File: config.mk
export PLATFORM = sky130hd
export DESIGN_NAME = scl_tick_gen
export DESIGN_NICKNAME = d
export VERILOG_FILES = /design/src/rtl/scl_tick_pkg.sv /design/src/rtl/scl_cfg_regs.sv /design/src/rtl/scl_wrap_cnt.sv /design/src/rtl/scl_tick_gen.sv
export SDC_FILE = /design/constraint.sdc
export NUM_CORES = 1
export LEC_CHECK = 0
export BUFFER_PORTS_ARGS = -buffer_cell sky130_fd_sc_hd__buf_4
export CAP_MARGIN = 20
export CORE_ASPECT_RATIO = 1.5
export CORE_MARGIN = 2
export CORE_UTILIZATION = 35
export DETAILED_ROUTE_END_ITERATION = 8
export GPL_ROUTABILITY_DRIVEN = 0
export GPL_TIMING_DRIVEN = 0
export PLACE_DENSITY = 0.61
export SLEW_MARGIN = 20
export SYNTH_ARGS = -nofsm -noshare
export SYNTH_HDL_FRONTEND = slang
export SYNTH_SLANG_ARGS = --single-unit
File: constraint.sdc
create_clock -name clk -period 2.2 [get_ports clk]
set_input_delay 0.33 -clock clk [delete_from_list [all_inputs] [get_ports clk]]
set_output_delay 0.33 -clock clk [all_outputs]
set_load 0.05 [all_outputs]
File: src/rtl/scl_tick_pkg.sv
package scl_tick_pkg;

  localparam int SAMP_W     = 3;
  localparam int STD_STEP_W = 6;
  localparam int HS_STEP_W  = 3;
  localparam int HS_EN_W    = 2;

  localparam int STD_SAMP_LSB = 8;
  localparam int STD_STEP_LSB = 0;
  localparam int HS_SAMP_LSB  = 12;
  localparam int HS_STEP_LSB  = 8;
  localparam int HS_EN_LSB    = 0;

  typedef enum logic [1:0] {
    SEL_STD  = 2'd0,
    SEL_HS   = 2'd1,
    SEL_DIV  = 2'd2,
    SEL_NONE = 2'd3
  } reg_sel_e;

  typedef struct packed {
    logic [SAMP_W-1:0]     samp_lim;
    logic [STD_STEP_W-1:0] step_lim;
  } count_set_t;

endpackage

File: src/rtl/scl_cfg_regs.sv
module scl_cfg_regs
  import scl_tick_pkg::*;
#(
  parameter int DATA_W = 16,
  parameter int DIV_W  = 8
) (
  input  logic              clk,
  input  logic              rst_n,
  input  logic              wr_en,
  input  logic [1:0]        wr_sel,
  input  logic [DATA_W-1:0] wr_data,
  input  logic              hs_phase,
  output count_set_t        sel_set,
  output logic [DIV_W-1:0]  div_lim
);

  count_set_t            std_q, std_d;
  logic [SAMP_W-1:0]     hs_samp_q, hs_samp_d;
  logic [HS_STEP_W-1:0]  hs_step_q, hs_step_d;
  logic [HS_EN_W-1:0]    hs_en_q, hs_en_d;
  logic [DIV_W-1:0]      div_q, div_d;
  logic                  std_we, hs_we, div_we;

  assign std_we = wr_en && (reg_sel_e'(wr_sel) == SEL_STD);
  assign hs_we  = wr_en && (reg_sel_e'(wr_sel) == SEL_HS);
  assign div_we = wr_en && (reg_sel_e'(wr_sel) == SEL_DIV);

  always_comb begin
    std_d     = std_q;
    hs_samp_d = hs_samp_q;
    hs_step_d = hs_step_q;
    hs_en_d   = hs_en_q;
    div_d     = div_q;
    if (std_we) begin
      std_d.samp_lim = wr_data[STD_SAMP_LSB +: SAMP_W];
      std_d.step_lim = wr_data[STD_STEP_LSB +: STD_STEP_W];
    end
    if (hs_we) begin
      hs_samp_d = wr_data[HS_SAMP_LSB +: SAMP_W];
      hs_step_d = wr_data[HS_STEP_LSB +: HS_STEP_W];
      hs_en_d   = wr_data[HS_EN_LSB +: HS_EN_W];
    end
    if (div_we) begin
      div_d = wr_data[DIV_W-1:0];
    end
  end

  always_ff @(posedge clk or negedge rst_n) begin
    if (!rst_n) begin
      std_q     <= '0;
      hs_samp_q <= '0;
      hs_step_q <= '0;
      hs_en_q   <= '0;
      div_q     <= '0;
    end else begin
      std_q     <= std_d;
      hs_samp_q <= hs_samp_d;
      hs_step_q <= hs_step_d;
      hs_en_q   <= hs_en_d;
      div_q     <= div_d;
    end
  end

  // High-speed counts apply only in the high-speed phase with a nonzero enable code
  always_comb begin
    if (hs_phase && (hs_en_q != '0)) begin
      sel_set.samp_lim = hs_samp_q;
      sel_set.step_lim = STD_STEP_W'(hs_step_q);
    end else begin
      sel_set = std_q;
    end
  end

  assign div_lim = div_q;

endmodule

File: src/rtl/scl_wrap_cnt.sv
module scl_wrap_cnt #(
  parameter int W = 6
) (
  input  logic         clk,
  input  logic         rst_n,
  input  logic         clr,
  input  logic         adv,
  input  logic [W-1:0] lim,
  output logic [W-1:0] cnt,
  output logic         wrap
);

  logic [W-1:0] cnt_d;

  assign wrap = adv && (cnt == lim);

  always_comb begin
    cnt_d = cnt;
    if (clr)       cnt_d = '0;
    else if (wrap) cnt_d = '0;
    else if (adv)  cnt_d = cnt + W'(1);
  end

  always_ff @(posedge clk or negedge rst_n) begin
    if (!rst_n) cnt <= '0;
    else        cnt <= cnt_d;
  end

endmodule

File: src/rtl/scl_tick_gen.sv
module scl_tick_gen
  import scl_tick_pkg::*;
#(
  parameter int DATA_W = 16,
  parameter int DIV_W  = 8
) (
  input  logic              clk,
  input  logic              rst_n,
  input  logic              wr_en,
  input  logic [1:0]        wr_sel,
  input  logic [DATA_W-1:0] wr_data,
  input  logic              run,
  input  logic              hs_phase,
  output logic              scl_out,
  output logic              phase_stb,
  output logic              sample_stb
);

  count_set_t          sel_set;
  logic [DIV_W-1:0]    sel_div;
  count_set_t          act_set, act_set_d;
  logic [DIV_W-1:0]    act_div, act_div_d;
  logic                load_act;

  logic [DIV_W-1:0]      pre_cnt;
  logic [STD_STEP_W-1:0] step_cnt;
  logic [SAMP_W-1:0]     samp_cnt;
  logic                  tick, step_wrap, half_end;
  logic                  cnt_clr;
  logic                  scl_d, phase_d, sample_d;
  logic                  mid_slot;

  scl_cfg_regs #(
    .DATA_W (DATA_W),
    .DIV_W  (DIV_W)
  ) cfg_i (
    .clk      (clk),
    .rst_n    (rst_n),
    .wr_en    (wr_en),
    .wr_sel   (wr_sel),
    .wr_data  (wr_data),
    .hs_phase (hs_phase),
    .sel_set  (sel_set),
    .div_lim  (sel_div)
  );

  assign cnt_clr = !run;

  // Prescaler, step and sample counters form a chain of nested wrap counters
  scl_wrap_cnt #(.W(DIV_W)) pre_i (
    .clk (clk), .rst_n (rst_n), .clr (cnt_clr), .adv (run),
    .lim (act_div), .cnt (pre_cnt), .wrap (tick)
  );

  scl_wrap_cnt #(.W(STD_STEP_W)) step_i (
    .clk (clk), .rst_n (rst_n), .clr (cnt_clr), .adv (tick),
    .lim (act_set.step_lim), .cnt (step_cnt), .wrap (step_wrap)
  );

  scl_wrap_cnt #(.W(SAMP_W)) samp_i (
    .clk (clk), .rst_n (rst_n), .clr (cnt_clr), .adv (step_wrap),
    .lim (act_set.samp_lim), .cnt (samp_cnt), .wrap (half_end)
  );

  // Active timing follows the registers while idle, then reloads only at boundaries
  assign load_act = !run || half_end;

  always_comb begin
    act_set_d = act_set;
    act_div_d = act_div;
    if (load_act) begin
      act_set_d = sel_set;
      act_div_d = sel_div;
    end
  end

  assign mid_slot = (samp_cnt == (act_set.samp_lim >> 1));

  always_comb begin
    scl_d    = scl_out;
    phase_d  = 1'b0;
    sample_d = 1'b0;
    if (!run) begin
      scl_d = 1'b1;
    end else begin
      if (half_end) scl_d = !scl_out;
      phase_d  = half_end;
      sample_d = scl_out && step_wrap && mid_slot;
    end
  end

  always_ff @(posedge clk or negedge rst_n) begin
    if (!rst_n) begin
      act_set    <= '0;
      act_div    <= '0;
      scl_out    <= 1'b1;
      phase_stb  <= 1'b0;
      sample_stb <= 1'b0;
    end else begin
      act_set    <= act_set_d;
      act_div    <= act_div_d;
      scl_out    <= scl_d;
      phase_stb  <= phase_d;
      sample_stb <= sample_d;
    end
  end

endmodule

### After elaboration in Yosys (flattened, before gate mapping)

Index checks and enable logic that the tools add are counted.
W data, S select, Z words.

* flip-flop bits (word level): 62
* input port bits: 23
* output and inout port bits: 3
* word-level logic and storage cells: 54

* add/sub/neg operators: 3
* equal/unequal tests: 9
* muxes and demuxes: 13
* reductions and logical operators: 14

Operator list (number)
* $mux W6: 3
* $mux W8: 2
* $logic_and A1 B1 Y1: 9
* $mux W3: 3
* $mux W9: 1
* $add A8 B1 Y8 const B: 1
* $eq A8 B8 Y1: 1
* $add A6 B1 Y6 const B: 1
* $eq A6 B6 Y1: 1
* $ne A3 B1 Y1 const B: 2
* $mux W1: 4
* $add A3 B1 Y3 const B: 1
* $eq A3 B2 Y1: 1
* $eq A3 B3 Y1: 1
* $eq A2 B1 Y1 const B: 1
* $eq A2 B2 Y1 const B: 1
* $logic_not A1 Y1: 2
* $logic_not A2 Y1: 1
* $ne A2 B1 Y1 const B: 1
* $reduce_bool A2 Y1: 1
* $logic_or A1 B1 Y1: 1

### Longest topological paths before layout

* word-level depth: 6
* gate-level depth with buffers: 6
* gate-level depth less buffers: 5

### Cells and area by module

From an unflattened synthesis, not the netlist that was laid out.

* cells, all modules: 225
* area, all modules: 3025.4 µm²

By module, submodules not included
* scl_cfg_regs: instances 1, cells each 64, area an instance 1048.5 µm², sequential area each 625.6 µm²
* scl_tick_gen: instances 1, cells each 48, area an instance 823.3 µm², sequential area each 501.7 µm²
* scl_wrap_cnt at pre_i: instances 1, cells each 52, area an instance 533.0 µm², sequential area each 200.2 µm²
* scl_wrap_cnt at step_i: instances 1, cells each 39, area an instance 384.1 µm², sequential area each 150.1 µm²
* scl_wrap_cnt at samp_i: instances 1, cells each 22, area an instance 236.5 µm², sequential area each 75.1 µm²

### Worst setup path after synthesis

No wires, ideal clock.

* path type: flip-flop to flip-flop
* start point: register pre_i.cnt[0]
* end point: register act_div[0]
* library setup time: 0.127 ns
* arrival: 1.946 ns
* required time: 2.073 ns
* path slack: 0.127 ns
* cell stages (with the launch flop): 7
* path buffers: 1
* period minus slack after synthesis: 2.073 ns
* path through: dfrtp_1 xor2_1 nor4_4 nand4_4 o21ai_4 buf_6 mux2_1

* word-level cells in the longest chain between the ends: 5

RTL lines
* start: declaration: RTL line scl_wrap_cnt.sv:9 `output logic [W-1:0] cnt,`
* start signal: assignment: RTL line scl_wrap_cnt.sv:26 `else cnt <= cnt_d;`
* $eq A8 B8 Y1: RTL line scl_wrap_cnt.sv:15 `assign wrap = adv && (cnt == lim);`
* $logic_and A1 B1 Y1 (3 in a row): RTL line scl_wrap_cnt.sv:15
* $logic_or A1 B1 Y1: RTL line scl_tick_gen.sv:66 `assign load_act = !run || half_end;`
* end signal: assignment: RTL line scl_tick_gen.sv:101 `act_div <= act_div_d;`
* end: declaration: RTL line scl_tick_gen.sv:22 `logic [DIV_W-1:0] act_div, act_div_d;`

No other way between the ends.
A chain may end at the register's enable or synchronous reset.

### Worst setup path after layout

* start point: register pre_i.cnt[4]
* end point: register act_div[1]

Same word-level chain as after synthesis.

==> results.sh <==
export IMPL_status="complete, no violations"
export IMPL_drive_above_1_share_pct=34.0
export IMPL_setup_viol=0
export IMPL_drv_cap=0
export IMPL_ys_async_sr_fraction_pct=100
export IMPL_grt_ovfl_total=0
export IMPL_initial_core_util_pct=35.7
export IMPL_fin_crit_sh_pct=93.3
export IMPL_p_int_w=0.00251
export IMPL_grt_pass1_wl_mm=9.03
export IMPL_die_y_um=114
export IMPL_grt_use_met1_pct=15.6
export IMPL_power_switching_w=0.000811
export IMPL_ys_types=32
export IMPL_ctsRootBufferMaster="clkbuf_16"
export IMPL_diodes=0
export IMPL_grt_max_degree=63
export IMPL_ant_nets=0
export IMPL_pwr_share_clk_pct=42.5
export IMPL_cts_buffers=9
export IMPL_slew_headroom_pct=48.3
export IMPL_tightestPinTransition_ns=0.771
export IMPL_synth_nets=242
export IMPL_dr_first_iter_drc_count=83
export IMPL_fillers=749
export IMPL_drc=0
export IMPL_num_nets_final=283
export IMPL_die_x_um=77.5
export IMPL_firstDrtPassIters=4
export IMPL_cp_start_kind="register"
export IMPL_power_w=0.00332
export IMPL_drt_wl_total_mm=5.23
export IMPL_yosysSeqAreaShare_pct=54.7
export IMPL_tritoncts="yes"
export IMPL_h_tree_depth=3
export IMPL_viasPerCell=4.68
export IMPL_p_seq_share_pct=43.0
export IMPL_ctsLongestPathBuffers=2
export IMPL_crit_path_end_kind="register"
export IMPL_drv_slew=0
export IMPL_synth_edf_count=0
export IMPL_rsz0062_at_grt="false"
export IMPL_p_leak_nw=1.57
export IMPL_insertion_delay_ns=0.32
export IMPL_core_rowCount=40
export IMPL_final_cell_mix="dfrtp_1 (61), mux2_2 (34), buf_4 (30)"
export IMPL_path_max_fanout=10
export IMPL_hold_violations=0
export IMPL_core_area_um2=7960
export IMPL_swShare_pct=24.4
export IMPL_min_path_type="input port to asynchronous set/reset pin"
export IMPL_syn_inst=216
export IMPL_combPwrFrac_pct=14.5
export IMPL_dp_hpwl_mm=3.57
export IMPL_clk_pin_slew_ns=0.05
export IMPL_cts_sinks=62
export IMPL_ios=26
export IMPL_worstSetupPathType="register to register"
export IMPL_busiest_layer="met2"
export IMPL_yosys_warnings=0
export IMPL_ys_ff_latch=62
export IMPL_antenna_found_initial=0
export IMPL_worst_ir_drop_vdd_mv=0.569
export IMPL_synthFlopType="dfrtp_1"
export IMPL_min_period_ns=2.05
export IMPL_skew_ns=0.00385
export IMPL_cp_data_arrival_time_ns=2.26
export IMPL_routedWlPerCell_um=14.2
export IMPL_postSynthAreaPerCell_um2=13.1
export IMPL_worst_slack_ns=0.147
export IMPL_fmax_mhz=487
export IMPL_grt_use_met3_pct=4.34
export IMPL_syn_area_um2=2840
export IMPL_portBuffers=23
export IMPL_syn_to_final_growth_pct=23.5
export IMPL_grt_pass1_vias=1854
export IMPL_final_common_cell="dfrtp_1"
export IMPL_use_met2_pct=21.7
export IMPL_grtUsageTotal_pct=13.5
export IMPL_die_area_um2=8860
export IMPL_num_vias=1719
export IMPL_cp_required_ns=2.41
export IMPL_cellPowerDensity_nw_per_um2=948
export IMPL_place_ws_ns=-0.204
[synthesized netlist by cell type (4+ instances only)]
library cell / count / share of area (%)
o21ai_0: 6 / 1.1
nand3_1: 8 / 1.4
inv_1: 4 / 0.53
mux2_1: 12 / 4.8
mux2_2: 34 / 13
nor2_1: 10 / 1.3
dfrtp_1: 61 / 54
nand2_1: 14 / 1.9
and3_1: 4 / 0.88
xnor2_1: 11 / 3.4
xor2_1: 16 / 4.9
[power by group through the flow]
stage                     sequential, W  combinational [W]  clock (W)
after floorplan                 0.00141           0.000351          0
after global placement          0.00144           0.000446          0
after detailed placement        0.00145           0.000460          0
after CTS                       0.00143           0.000492    0.00145
after global routing            0.00146           0.000534    0.00149
final                           0.00143           0.000482    0.00141
[cells by family (layout without fill, tap and decap cells)]
| group | count (synthesis) | count (layout) | share of synthesized area, % |
|---|---|---|---|
| AOI/OAI and AO/OA | 14 | 14 | 3.53 |
| xor gates and xnor gates | 27 | 27 | 8.33 |
| adders and majority gates | 3 | 3 | 1.32 |
| buffers and inverters | 7 | 53 | 1.19 |
| DFF | 62 | 62 | 54.7 |
| muxes | 49 | 49 | 19.3 |
| and+or+nand+nor | 54 | 54 | 11.6 |
[state kept, by name, indices dropped and copies added, names as in the netlist]
name and count:
sample_stb 1, step_i.cnt 6, cfg_i.std_q 9, phase_stb 1, samp_i.cnt 3, pre_i.cnt 8, cfg_i.hs_step_q 3, scl_out 1
cfg_i.hs_samp_q 3, cfg_i.div_lim 8, act_div 8, act_set 9, cfg_i.hs_en_q 2
[worst max-delay path, cell delays in order, from the launching register on]
cell     delay [ns]
dfrtp_1        0.42
xor2_1         0.19
nor4_4         0.40
nand4_4        0.17
o21ai_4        0.22
buf_6          0.20
mux2_1         0.33
[repair_timing]
action                                  in CTS  in global routing
gates cloned                                 0                  0
setup buffers                                5                  2
resized for setup                            1                  0
hold buffers                                 0                  0
pin swaps                                    3                  1
endpoints found under the setup margin      17                 13
[path summary, 6_finish.rpt]
kind	from	endpoint	slack (ns)	depth (start not counted)
max reg2reg	pre_i.cnt[4]	act_div[1]	0.15	6
min reg2reg	cfg_i.div_lim[4]	act_div[4]	0.49	1
max	pre_i.cnt[4]	act_div[1]	0.15	6
max in group asynchronous	rst_n	pre_i.cnt[7]	1.60	1
min in group clk	wr_data[7]	cfg_i.div_lim[7]	0.24	2
min	rst_n	phase_stb	0.08	1
[layout make-up]
cell class	instances	area [um2]	share of cell area (%)
Buffer	3	18.8	0.535
Clock buffer	12	256	7.32
Clock inverter	4	45.0	1.28
Inverter	4	15.0	0.428
Multi-Input combinational cell	147	1260	36.0
Sequential cell	62	1550	44.3
Tap cell	105	131	3.75
Timing Repair Buffer	30	225	6.42
[metal layers]
layer  vias up  part of all wire (%)
li1        842                     -
met1       845                    43
met2        22                    53
met3        10                   2.2
met4         0                   2.5
met5         -                     0
[metrics by stage]
step	area (um2)	instances	util, %	hold WS [ns]	setup TNS [ns]
after floorplan	2840	216	-	0.0344	0
after global placement	3140	344	39.5	0.463	-1.36
after detailed placement	3140	344	39.5	0.466	-1.38
after CTS	3490	365	43.9	0.118	0
after global routing	3510	367	44.1	0.146	0
final	3510	367	44.1	0.0824	0
No activity file was read; power rests on OpenSTA's default activity.
